## config.mk

```make
export PLATFORM = sky130hd
export DESIGN_NAME = rbt_timer
export DESIGN_NICKNAME = d
export VERILOG_FILES = /design/src/rtl/rbt_pkg.sv /design/src/rtl/rbt_group_map.sv /design/src/rtl/rbt_carry_net.sv /design/src/rtl/rbt_byte_slice.sv /design/src/rtl/rbt_timer.sv
export SDC_FILE = /design/constraint.sdc
export NUM_CORES = 1
export LEC_CHECK = 0
export BUFFER_PORTS_ARGS = -buffer_cell sky130_fd_sc_hd__clkbuf_2
export CAP_MARGIN = 20
export CORE_MARGIN = 1.5
export CORE_UTILIZATION = 45
export DETAILED_ROUTE_END_ITERATION = 6
export PLACE_DENSITY = 0.74
export SYNTH_ARGS = -nofsm -noshare
export SYNTH_HDL_FRONTEND = slang
export SYNTH_SLANG_ARGS = --single-unit
```

## constraint.sdc

```tcl
create_clock -name clk -period 3.3 [get_ports clk]
set_input_delay 0.165 -clock clk [delete_from_list [all_inputs] [get_ports clk]]
set_output_delay 0.165 -clock clk [all_outputs]
set_load 0.01 [all_outputs]
```

## src/rtl/rbt_pkg.sv

```systemverilog
package rbt_pkg;
  localparam int unsigned SLICES = 4;

  typedef enum logic [1:0] {
    GRP_W32     = 2'd0,
    GRP_W16X2   = 2'd1,
    GRP_W8X4    = 2'd2,
    GRP_W16_8X2 = 2'd3
  } grp_mode_e;
endpackage

```

## src/rtl/rbt_group_map.sv

```systemverilog
module rbt_group_map
  import rbt_pkg::*;
(
  input  grp_mode_e         mode_i,
  output logic [SLICES-1:0] link_o,  // slice i takes carry from slice i-1
  output logic [SLICES-1:0] top_o    // slice i is the msb slice of its group
);
  always_comb begin
    link_o = '0;
    unique case (mode_i)
      GRP_W32:     link_o = 4'b1110;
      GRP_W16X2:   link_o = 4'b1010;
      GRP_W8X4:    link_o = 4'b0000;
      GRP_W16_8X2: link_o = 4'b1000;
      default:     link_o = 4'b0000;
    endcase
    for (int i = 0; i < SLICES - 1; i++) top_o[i] = ~link_o[i+1];
    top_o[SLICES-1] = 1'b1;
  end
endmodule

```

## src/rtl/rbt_carry_net.sv

```systemverilog
module rbt_carry_net
  import rbt_pkg::*;
(
  input  logic [SLICES-1:0] base_inc_i,  // tick & enable & own run bit
  input  logic [SLICES-1:0] link_i,
  input  logic [SLICES-1:0] at_max_i,
  output logic [SLICES-1:0] inc_o,
  output logic [SLICES-1:0] carry_o,
  output logic [SLICES-1:0] grp_ovf_o
);
  always_comb begin
    inc_o[0]   = link_i[0] ? 1'b0 : base_inc_i[0];
    carry_o[0] = inc_o[0] & at_max_i[0];
    for (int i = 1; i < SLICES; i++) begin
      inc_o[i]   = link_i[i] ? carry_o[i-1] : base_inc_i[i];
      carry_o[i] = inc_o[i] & at_max_i[i];
    end
    grp_ovf_o[SLICES-1] = carry_o[SLICES-1];
    for (int i = SLICES - 2; i >= 0; i--)
      grp_ovf_o[i] = link_i[i+1] ? grp_ovf_o[i+1] : carry_o[i];
  end
endmodule

```

## src/rtl/rbt_byte_slice.sv

```systemverilog
module rbt_byte_slice #(
  parameter int unsigned BYTE_W = 8
) (
  input  logic              clk,
  input  logic              rst,
  input  logic              load_we_i,
  input  logic [BYTE_W-1:0] load_val_i,
  input  logic              reload_i,
  input  logic [BYTE_W-1:0] reload_val_i,
  input  logic              inc_i,
  output logic [BYTE_W-1:0] cnt_o,
  output logic              at_max_o
);
  localparam logic [BYTE_W-1:0] ONE = BYTE_W'(1);

  always_ff @(posedge clk) begin
    if (rst)            cnt_o <= '0;
    else if (load_we_i) cnt_o <= load_val_i;
    else if (reload_i)  cnt_o <= reload_val_i;
    else if (inc_i)     cnt_o <= cnt_o + ONE;
  end

  assign at_max_o = &cnt_o;


  wr_prio_chk: assert property (@(posedge clk) disable iff (rst)
    load_we_i |=> (cnt_o == $past(load_val_i)));


  hold_chk: assert property (@(posedge clk) disable iff (rst)
    (!load_we_i && !reload_i && !inc_i) |=> $stable(cnt_o));
endmodule

```

## src/rtl/rbt_timer.sv

```systemverilog
module rbt_timer
  import rbt_pkg::*;
#(
  parameter int unsigned BYTE_W = 8,
  localparam int unsigned TW    = BYTE_W * SLICES
) (
  input  logic              clk,
  input  logic              rst,
  input  logic              tick_i,
  input  logic              cnt_we_i,
  input  logic [TW-1:0]     cnt_wdata_i,
  input  logic              rld_we_i,
  input  logic [TW-1:0]     rld_wdata_i,
  input  logic              ctl_we_i,
  input  logic [SLICES-1:0] run_wdata_i,
  input  logic [1:0]        mode_wdata_i,
  input  logic              en_wdata_i,
  output logic [TW-1:0]     count_o,
  output logic [TW-1:0]     reload_o,
  output logic [SLICES-1:0] run_o,
  output logic [1:0]        mode_o,
  output logic              en_o,
  output logic [SLICES-1:0] ovf_o
);
  logic [SLICES-1:0][BYTE_W-1:0] cnt_b, rld_q;
  logic [SLICES-1:0]             run_q, link, top, base_inc, inc, carry, grp_ovf, at_max;
  grp_mode_e                     mode_q;
  logic                          en_q;

  always_ff @(posedge clk) begin
    if (rst) begin
      rld_q  <= '0;
      run_q  <= '0;
      mode_q <= GRP_W32;
      en_q   <= 1'b0;
      ovf_o  <= '0;
    end else begin
      if (rld_we_i) rld_q <= rld_wdata_i;
      if (ctl_we_i) begin
        run_q  <= run_wdata_i;
        mode_q <= grp_mode_e'(mode_wdata_i);
        en_q   <= en_wdata_i;
      end
      ovf_o <= (carry & top) & {SLICES{~cnt_we_i}};
    end
  end

  assign base_inc = {SLICES{tick_i & en_q}} & run_q;

  rbt_group_map u_map (
    .mode_i (mode_q),
    .link_o (link),
    .top_o  (top)
  );

  rbt_carry_net u_net (
    .base_inc_i (base_inc),
    .link_i     (link),
    .at_max_i   (at_max),
    .inc_o      (inc),
    .carry_o    (carry),
    .grp_ovf_o  (grp_ovf)
  );

  for (genvar g = 0; g < SLICES; g++) begin : g_slice
    rbt_byte_slice #(.BYTE_W(BYTE_W)) u_slice (
      .clk          (clk),
      .rst          (rst),
      .load_we_i    (cnt_we_i),
      .load_val_i   (cnt_wdata_i[g*BYTE_W +: BYTE_W]),
      .reload_i     (grp_ovf[g]),
      .reload_val_i (rld_q[g]),
      .inc_i        (inc[g]),
      .cnt_o        (cnt_b[g]),
      .at_max_o     (at_max[g])
    );


    ovf_reload_chk: assert property (@(posedge clk) disable iff (rst)
      ovf_o[g] |-> (cnt_b[g] == $past(rld_q[g])));
  end

  assign count_o  = cnt_b;
  assign reload_o = rld_q;
  assign run_o    = run_q;
  assign mode_o   = mode_q;
  assign en_o     = en_q;


  idle_hold_chk: assert property (@(posedge clk) disable iff (rst)
    (!en_q && !cnt_we_i) |=> $stable(count_o));


  ovf_needs_en_chk: assert property (@(posedge clk) disable iff (rst)
    (ovf_o != '0) |-> $past(en_q && tick_i));


  w32_single_chk: assert property (@(posedge clk) disable iff (rst)
    (mode_q == GRP_W32) |=> (ovf_o[2:0] == 3'b000));


  w16_pair_chk: assert property (@(posedge clk) disable iff (rst)
    (mode_q == GRP_W16X2) |=> (!ovf_o[0] && !ovf_o[2]));


  w16_8_chk: assert property (@(posedge clk) disable iff (rst)
    (mode_q == GRP_W16_8X2) |=> !ovf_o[2]);
endmodule

```

### After elaboration in Yosys (flattened, before gate mapping)

Index checks and enable logic that the tools add are counted.

* add/subtract/negate cells: 4
* multiplexer cells: 20
* equal/unequal tests: 3
* bitwise logic cells: 12
* reduce and logical (&&, ||, !) cells: 9

Operators by type and width (number)
* two-way mux 8 bit: 12
* adder 8 x 1 -> 8 bit (second input constant): 4
* AND reduction 8 bit: 4
* one-hot mux 4 bit (4 select lines): 1
* bitwise AND 4 bit: 3
* nonzero test 3 bit: 4
* two-way mux 1 bit: 7
* bitwise AND 1 bit: 5
* == test 2 bit (second input constant): 2
* inverter 1 bit: 4
* == test 2 x 1 -> 1 bit (second input constant): 1
* zero test 2 bit: 1

* output and inout bits: 75
* logic and storage cells: 60
* flip-flop bits (word level): 75

### Depth between registers and ports, before layout

Gate-level depths: netlist (run 1).

* depth after elaboration: 15
* gate-level depth with buffers: 8
* depth with buffers taken out: 7

### Hierarchy

A second synthesis (run 1) with hierarchy kept.

* cell total of the unflattened synthesis: 474
* area total of the unflattened synthesis: 4060.1 µm²

By module, submodules not included
* rbt_byte_slice: sequential area each 160.2 µm², cells an instance 76, times used 4, area each 576.8 µm²
* rbt_timer: sequential area each 860.8 µm², cells an instance 139, times used 1, area each 1547.7 µm²
* rbt_carry_net: sequential area each 0.0 µm², cells an instance 21, times used 1, area each 152.6 µm²
* rbt_group_map: sequential area each 0.0 µm², cells an instance 10, times used 1, area each 52.6 µm²

### Worst setup path after synthesis (run 1)

OpenSTA, ideal clock, no wires.

* path kind: register -> register
* start: register g_slice[0].u_slice.cnt_o[0]
* end: register g_slice[2].u_slice.cnt_o[2]
* period minus slack after synthesis: 2.110 ns
* path slack: 1.190 ns
* cell stages (with the launch flop): 9
* arrival time: 1.972 ns
* library setup time: 0.138 ns
* cell sequence: dfxtp_1 ha_1 nand2_1 nor4_4 a21o_1 buf_6 nand2_1 a2111oi_2 a311oi_1

* cells in the longest elaborated chain, start to end: 11
* elaborated cells between the ends (all ways): 12
* those cells by class: mux: 6; bitwise: 4; reduce/logical: 2

Ends and longest elaborated chain
* start: declaration: RTL line rbt_byte_slice.sv:11 `output logic [BYTE_W-1:0] cnt_o,`
* start signal: assignment: RTL line rbt_byte_slice.sv:18 `else if (load_we_i) cnt_o <= load_val_i;`
* start signal: assignment: RTL line rbt_byte_slice.sv:19 `else if (reload_i) cnt_o <= reload_val_i;`
* start signal: assignment: RTL line rbt_byte_slice.sv:20 `else if (inc_i) cnt_o <= cnt_o + ONE;`
* AND reduction 8 bit *: RTL line rbt_byte_slice.sv:23 `assign at_max_o = &cnt_o;`
* bitwise AND 1 bit *: RTL line rbt_carry_net.sv:13 `carry_o[0] = inc_o[0] & at_max_i[0];`
* two-way mux 1 bit *: RTL line rbt_carry_net.sv:15 `inc_o[i] = link_i[i] ? carry_o[i-1] : base_inc_i[i];`
* bitwise AND 1 bit *: RTL line rbt_carry_net.sv:16 `carry_o[i] = inc_o[i] & at_max_i[i];`
* two-way mux 1 bit *: RTL line rbt_carry_net.sv:15
* bitwise AND 1 bit: RTL line rbt_carry_net.sv:16
* two-way mux 1 bit: RTL line rbt_carry_net.sv:15
* bitwise AND 1 bit: RTL line rbt_carry_net.sv:16
* two-way mux 1 bit: RTL line rbt_carry_net.sv:20 `grp_ovf_o[i] = link_i[i+1] ? grp_ovf_o[i+1] : carry_o[i];`
* two-way mux 8 bit: RTL line rbt_byte_slice.sv:19
* two-way mux 8 bit: RTL line rbt_byte_slice.sv:18
* end signal: assignment: RTL line rbt_byte_slice.sv:18
* end signal: assignment: RTL line rbt_byte_slice.sv:19
* end signal: assignment: RTL line rbt_byte_slice.sv:20
* end: declaration: RTL line rbt_byte_slice.sv:11

Every way passes the cells marked *; elsewhere a longest branch is shown, timed or not.
A chain may end at the register's enable or synchronous reset.

### Final worst setup path (run 1)

Ends and elaborated chain as after synthesis.

==> impl_results.md, run 1 <==
- Largest area contributor in the netlist: dfxtp_1
- Layout Skew: 0.01411 ns
- Hold/Removal Path Class: in -> reg
- RSZ-0062 raised after global routing: false
- Root buf cell: clkbuf_8
- Final setup viols: 0
- Critical Path Slowest Stage Cell: nor4_4
- Status: complete, but fails checks
- Starting Density: 46.72%
- Area Growth Syn to Fin: 24.15%
- Total Power: 2003 uW
- Clk buf depth: 2
- Post-synthesis cell count: 460
- Clock tree from TritonCTS: yes
- Worst-skew pair later-pin latency: 0.35 ns
- Final Cell Area: 5107 sq um
- CP max FO: 11
- Initial antenna violation count: 0
- Worst Path Buf+Inv: 0
- Net count reported at finish: 679
- Total GRT Usage: 24.32%
- Cell-internal power: 1427 uW
- Final Hold Viols: 0
- Die area: 9725 sq um
- IO Pins: 152
- Synth top cells by count: dfxtp_1, nor2_1, mux2i_1
- Vias per cell: 5.779
- PostCTS Resize Cnt: 0
- Slew margin rel.: 36.27%
- Max-Cap Viols: 0
- Clock share of power: 32.3%
- Cells along the critical path: ha_1, nand2_1, nor4_4, a21o_1, nand2_1, a2111oi_2, a311oi_1
- Mapped cell area: 4114 sq um
- Post-synth cell types: 67
- Vias in the first global route: 3927
- Failing checks: DRC
- Least-Margin Pin Slew: 0.9549 ns
- FP Rows: 34
- Setup TNS: 0 ns
- DRC viols: 10
- Fmax: 405.2 MHz
- FF/Latch Area: 1501 sq um
- Setup bufs post-CTS: 0
- Fin crit share: 74.79%
- CP delay by family, top: compound AO/OA/AOI/OAI gates
- Area contributors post-synth: dfxtp_1, mux2i_1, nor2_1
- Initial DRC Count: 188
- Total congestion overflow: 0
- Total core area: 8806 sq um
- CTS Buf Count: 9
- Die H: 98.62 um
- Worst path max stage delay: 0.48 ns
- Final HPWL DP: 8629 um
- Syn Nets: 541
- Crit path required time: 3.49 ns
- Peak supply drop: 0.2438 mV
- Fill count: 814
- P per Cell Area: 392.2 nW/um^2
- Share of layout cells above drive strength 1: 33.83%
- CTS clk-pin slew, worst paths: 0.08 ns
- DP Area: 4898 sq um
- Sw power: 575.9 uW
- Post-Route WL: 11770 um
- ANT nets after route: 0
- Async SR Flop Fraction: 0%
- EDFF count, synth: 0
- First-pass DRT Iterations: 7
- Yosys reg bits: 75
- Global-route wire length before repair: 19200 um
- Flop pwr share: 51.4%
- Share of the synthesized area in the top cell type: 36.50%
- Register area share after synthesis: 36.50%
- Drt wl/cell: 16.56 um
- Largest net degree at the start of global routing: 61
- Kind of end point of the critical path: flip-flop
- H-tree depth: 3
- CP Class: reg -> reg
- Worst setup SP type: flip-flop
- Die X: 98.62 um
- Final core occ: 58.00%
- Sw frac: 28.75%
- Area of the multi-input gates: 2454 sq um
- Leakage Power: 0.002328 uW
- Clock tree sinks: 75
- Gate power share: 16.3%
- Hold buffers post-CTS: 0
- Final Slew Violations: 0
- Post-route minimum period: 2.468 ns
- Ys flop type: dfxtp_1
- Gp weighted congestion: 0.8897
- Syn Area/Cell: 8.943 sq um
- Top-count cell post-synth: dfxtp_1
- Yosys warns: 0
- Diode count: 0
- Via count: 4109
- Count of input and output buffers: 151
- Crit-path most repeated cell: nand2_1
- Crit path DAT: 2.66 ns
-- final timing paths --
check                                                               from                                       end  slack [ns]  cells past startpoint
worst min register to register                  reload_o[2]$_SDFFE_PP0P_  g_slice[0].u_slice.cnt_o[2]$_SDFFE_PP0P_        0.52                      2
worst min-delay path                                     rld_wdata_i[14]                 reload_o[14]$_SDFFE_PP0P_        0.05                      3
worst max-delay path            g_slice[0].u_slice.cnt_o[0]$_SDFFE_PP0P_  g_slice[2].u_slice.cnt_o[2]$_SDFFE_PP0P_        0.83                      7
worst max register to register  g_slice[0].u_slice.cnt_o[0]$_SDFFE_PP0P_  g_slice[2].u_slice.cnt_o[2]$_SDFFE_PP0P_        0.83                      7
-- power groups by stage --
stage	Sequential (uW)	Combinational (uW)	Clock, uW
floorplan	1060	169	0
global placement	1050	316	0
detailed placement	1050	324	0
CTS	1030	326	665
global route	1040	359	704
finish	1030	326	646
-- stage by stage --
stage,hold slack (ns),instances,worst slack [ns]
final,0.04924,711,0.8320
after global routing,0.04910,711,0.6864
after CTS,0.03287,710,0.8674
after detailed placement,0.4069,694,0.8627
after global placement,0.3981,694,0.9858
after floorplan,0.3105,460,1.190
-- flip-flops by register name, summed over array words and instances, names as in the netlist --
register	count
en_o	1
g_slice.u_slice.cnt_o	32
mode_o	2
ovf_o	4
reload_o	32
run_o	4
-- area by class of cell --
| cell class | count | share of cell area (%) |
|---|---|---|
| Inverter | 10 | 0.7349 |
| Multi-Input combinational cell | 348 | 48.04 |
| Clock inverter | 3 | 0.4410 |
| Sequential cell | 75 | 29.40 |
| Timing Repair Buffer | 154 | 15.63 |
| Tap cell | 108 | 2.646 |
| Clock buffer | 13 | 3.111 |
-- cells by family (layout without fill, tap and decap cells) --
kind of cell / after synthesis / in the layout / share of synthesized area (%)
mux: 53 / 53 / 12.96
simple gates: 172 / 172 / 22.45
flops: 75 / 75 / 36.50
compound gates: 102 / 102 / 19.40
buf+inv: 37 / 180 / 3.862
fa+ha+maj: 4 / 4 / 1.217
xor+xnor: 17 / 17 / 3.619
-- worst min-delay path, cell delays in order --
cell,delay [ns]
clkbuf_2,0.07
mux2i_1,0.05
nor2_1,0.07
-- placed cells by master (no fill, tap or decap), types with 3 or more instances in the layout --
| cell type | count |
|---|---|
| o32ai_1 | 4 |
| dfxtp_1 | 75 |
| nand3_1 | 18 |
| nor2b_1 | 3 |
| nor2_2 | 3 |
| a31oi_1 | 4 |
| nand4_1 | 7 |
| a21oi_1 | 20 |
| nand3_2 | 4 |
| clkbuf_2 | 151 |
| a2111oi_2 | 6 |
| mux2i_1 | 51 |
| clkbuf_8 | 11 |
| a22oi_1 | 5 |
| xor2_1 | 7 |
| or3_1 | 3 |
| a211oi_1 | 8 |
| inv_1 | 10 |
| nor3_1 | 15 |
| o22ai_1 | 3 |
| a311oi_1 | 6 |
| xnor2_1 | 10 |
| and3_1 | 5 |
| o211ai_1 | 3 |
| a2111oi_0 | 3 |
| nand2_1 | 21 |
| o21ai_0 | 16 |
| ha_1 | 4 |
| o221ai_1 | 4 |
| nor2_1 | 70 |
-- per-layer routing --
layer  global-route usage [%]  up-vias  share of wire (%)
li1                         -     1989                  -
met5                        0        -                  0
met1                    31.10     1956                 44
met4                    7.033        0               0.99
met2                    41.88      153                 48
met3                    4.610       11                6.2
No activity file was read; power rests on OpenSTA's default activity.
==> run 2, diff against run 1 <==
Clock period 3.3 ns to 2.5 ns, I/O delays scaled along.
==> impl_results.md, run 2 (same netlist as run 1, synthesis figures left out) <==
- CP max FO: 11
- Post-route minimum period: 2.327 ns
- First-pass DRT Iterations: 7
- Global-route wire length before repair: 19460 um
- Starting Density: 46.72%
- Critical Path Slowest Stage Cell: nor4_4
- Least-Margin Pin Slew: 0.6724 ns
- Final HPWL DP: 8807 um
- Kind of end point of the critical path: flip-flop
- Worst-skew pair later-pin latency: 0.35 ns
- Die area: 9725 sq um
- Reg2reg end: g_slice[3].u_slice.cnt_o[6]$_SDFFE_PP0P_
- Net count reported at finish: 694
- Total core area: 8806 sq um
- Final Slew Violations: 0
- Initial DRC Count: 127
- Vias in the first global route: 4043
- Die H: 98.62 um
- Status: complete, but fails checks
- IO Pins: 152
- FP Rows: 34
- Setup bufs post-CTS: 0
- Post-Route WL: 12070 um
- Leakage Power: 0.002411 uW
- Setup ws final: 0.1735 ns
- P per Cell Area: 539.4 nW/um^2
- Setup TNS: 0 ns
- Final core occ: 59.62%
- Flop-to-flop setup slack: 0.17 ns
- R2r startpoint: g_slice[0].u_slice.cnt_o[1]$_SDFFE_PP0P_
- Area Growth Syn to Fin: 27.62%
- Total Power: 2832 uW
- Pre-CTS WS: 0.1845 ns
- H-tree depth: 3
- Initial antenna violation count: 0
- Count of input and output buffers: 151
- Total congestion overflow: 0
- Clk buf depth: 2
- Cells along the critical path: ha_1, nand2_1, nor4_4, a21o_1, a21oi_1, nor3_1, a41oi_1
- Crit path DAT: 2.53 ns
- Fmax: 429.8 MHz
- Reg2Reg Depth: 7
- Most common cell after layout, fill and taps aside: clkbuf_2
- ANT nets after route: 0
- RSZ-0062 raised after global routing: false
- Worst Hold Launch: rld_wdata_i[0]
- Diode count: 0
- Die X: 98.62 um
- CTS clk-pin slew, worst paths: 0.08 ns
- Worst hold stages: 3
- Max-Cap Viols: 0
- Largest net degree at the start of global routing: 33
- Worst path max stage delay: 0.46 ns
- Failing checks: DRC
- Fin crit share: 93.06%
- Via count: 4199
- Final setup viols: 0
- Gp weighted congestion: 0.8384
- DRC viols: 10
- Commonest cells after routing, fill and taps aside: clkbuf_2, dfxtp_1, nor2_1
- Hold/Removal Path Class: in -> reg
- Slew margin rel.: 55.12%
- Total GRT Usage: 24.68%
- Hold endpoint: reload_o[0]$_SDFFE_PP0P_
- CTS Buf Count: 9
- Final Hold Viols: 0
- Root buf cell: clkbuf_8
- Layout Skew: 0.01153 ns
- Share of layout cells above drive strength 1: 34.79%
- Worst setup SP type: flip-flop
- Crit path required time: 2.71 ns
- Vias per cell: 5.784
- Clock tree from TritonCTS: yes
- CP Class: reg -> reg
- Drt wl/cell: 16.62 um
- Peak supply drop: 0.3508 mV
- Clock tree sinks: 75
[run 2: repair_timing]
action | 4_1_cts | 5_1_grt
hold buffers | 6 | 0
endpoints found under the hold margin | 6 | 0
gates resized for setup | 0 | 0
[run 2: area by class of cell]
type / instances / area [sq um]
fillers: 780 / 3556
multi-input cells: 348 / 2454
flip-flops and latches: 75 / 1501
repair buffers: 169 / 905.9
well taps: 108 / 135.1
clock buffers: 9 / 123.9
clock inverters: 7 / 92.59
inverters: 10 / 37.54
[run 2: worst max path at each step]
stage                                                   startpoint                                       end  slack [ns]  depth (start not counted)
after floorplan           g_slice[0].u_slice.cnt_o[0]$_SDFFE_PP0P_  g_slice[2].u_slice.cnt_o[2]$_SDFFE_PP0P_        0.39                          8
after global placement    g_slice[0].u_slice.cnt_o[1]$_SDFFE_PP0P_  g_slice[2].u_slice.cnt_o[2]$_SDFFE_PP0P_        0.25                          7
after detailed placement  g_slice[0].u_slice.cnt_o[1]$_SDFFE_PP0P_  g_slice[2].u_slice.cnt_o[2]$_SDFFE_PP0P_        0.18                          7
after CTS                 g_slice[0].u_slice.cnt_o[1]$_SDFFE_PP0P_  g_slice[3].u_slice.cnt_o[6]$_SDFFE_PP0P_        0.18                          7
after global routing      g_slice[0].u_slice.cnt_o[1]$_SDFFE_PP0P_  g_slice[2].u_slice.cnt_o[2]$_SDFFE_PP0P_        0.03                          7
final                     g_slice[0].u_slice.cnt_o[1]$_SDFFE_PP0P_  g_slice[3].u_slice.cnt_o[6]$_SDFFE_PP0P_        0.17                          7
[run 2: through the flow]
| step | instances | area, sq um | hold WS [ns] |
|---|---|---|---|
| detailed placement | 704 | 4974 | 0.3678 |
| floorplan | 460 | 4114 | 0.2705 |
| global route | 726 | 5250 | 0.01002 |
| CTS | 726 | 5250 | 0.0006453 |
| global placement | 704 | 4974 | 0.3570 |
| finish | 726 | 5250 | 0.007262 |
[run 2: per-layer routing]
| layer | wire length [um] | global-route usage [%] |
|---|---|---|
| met5 | 0 | 0 |
| met2 | 5771 | 41.67 |
| met1 | 5298 | 32.01 |
| met3 | 836 | 5.887 |
| met4 | 163 | 5.934 |
[run 2: critical path: cells and delay by family (launching register included)]
| kind | cells | cell delay (ns) |
|---|---|---|
| compound gates | 3 | 0.70 |
| fa+ha+maj | 1 | 0.23 |
| flops | 1 | 0.39 |
| simple gates | 3 | 0.87 |
[run 2: power by group]
part	total [uW]	switching (uW)	leakage, uW	internal, uW
Sequential	1360	92.3	0.000619	1260
Clock	1030	468	0.000113	560
Combinational	447	236	0.00168	211
Total	2830	796	0.00241	2040
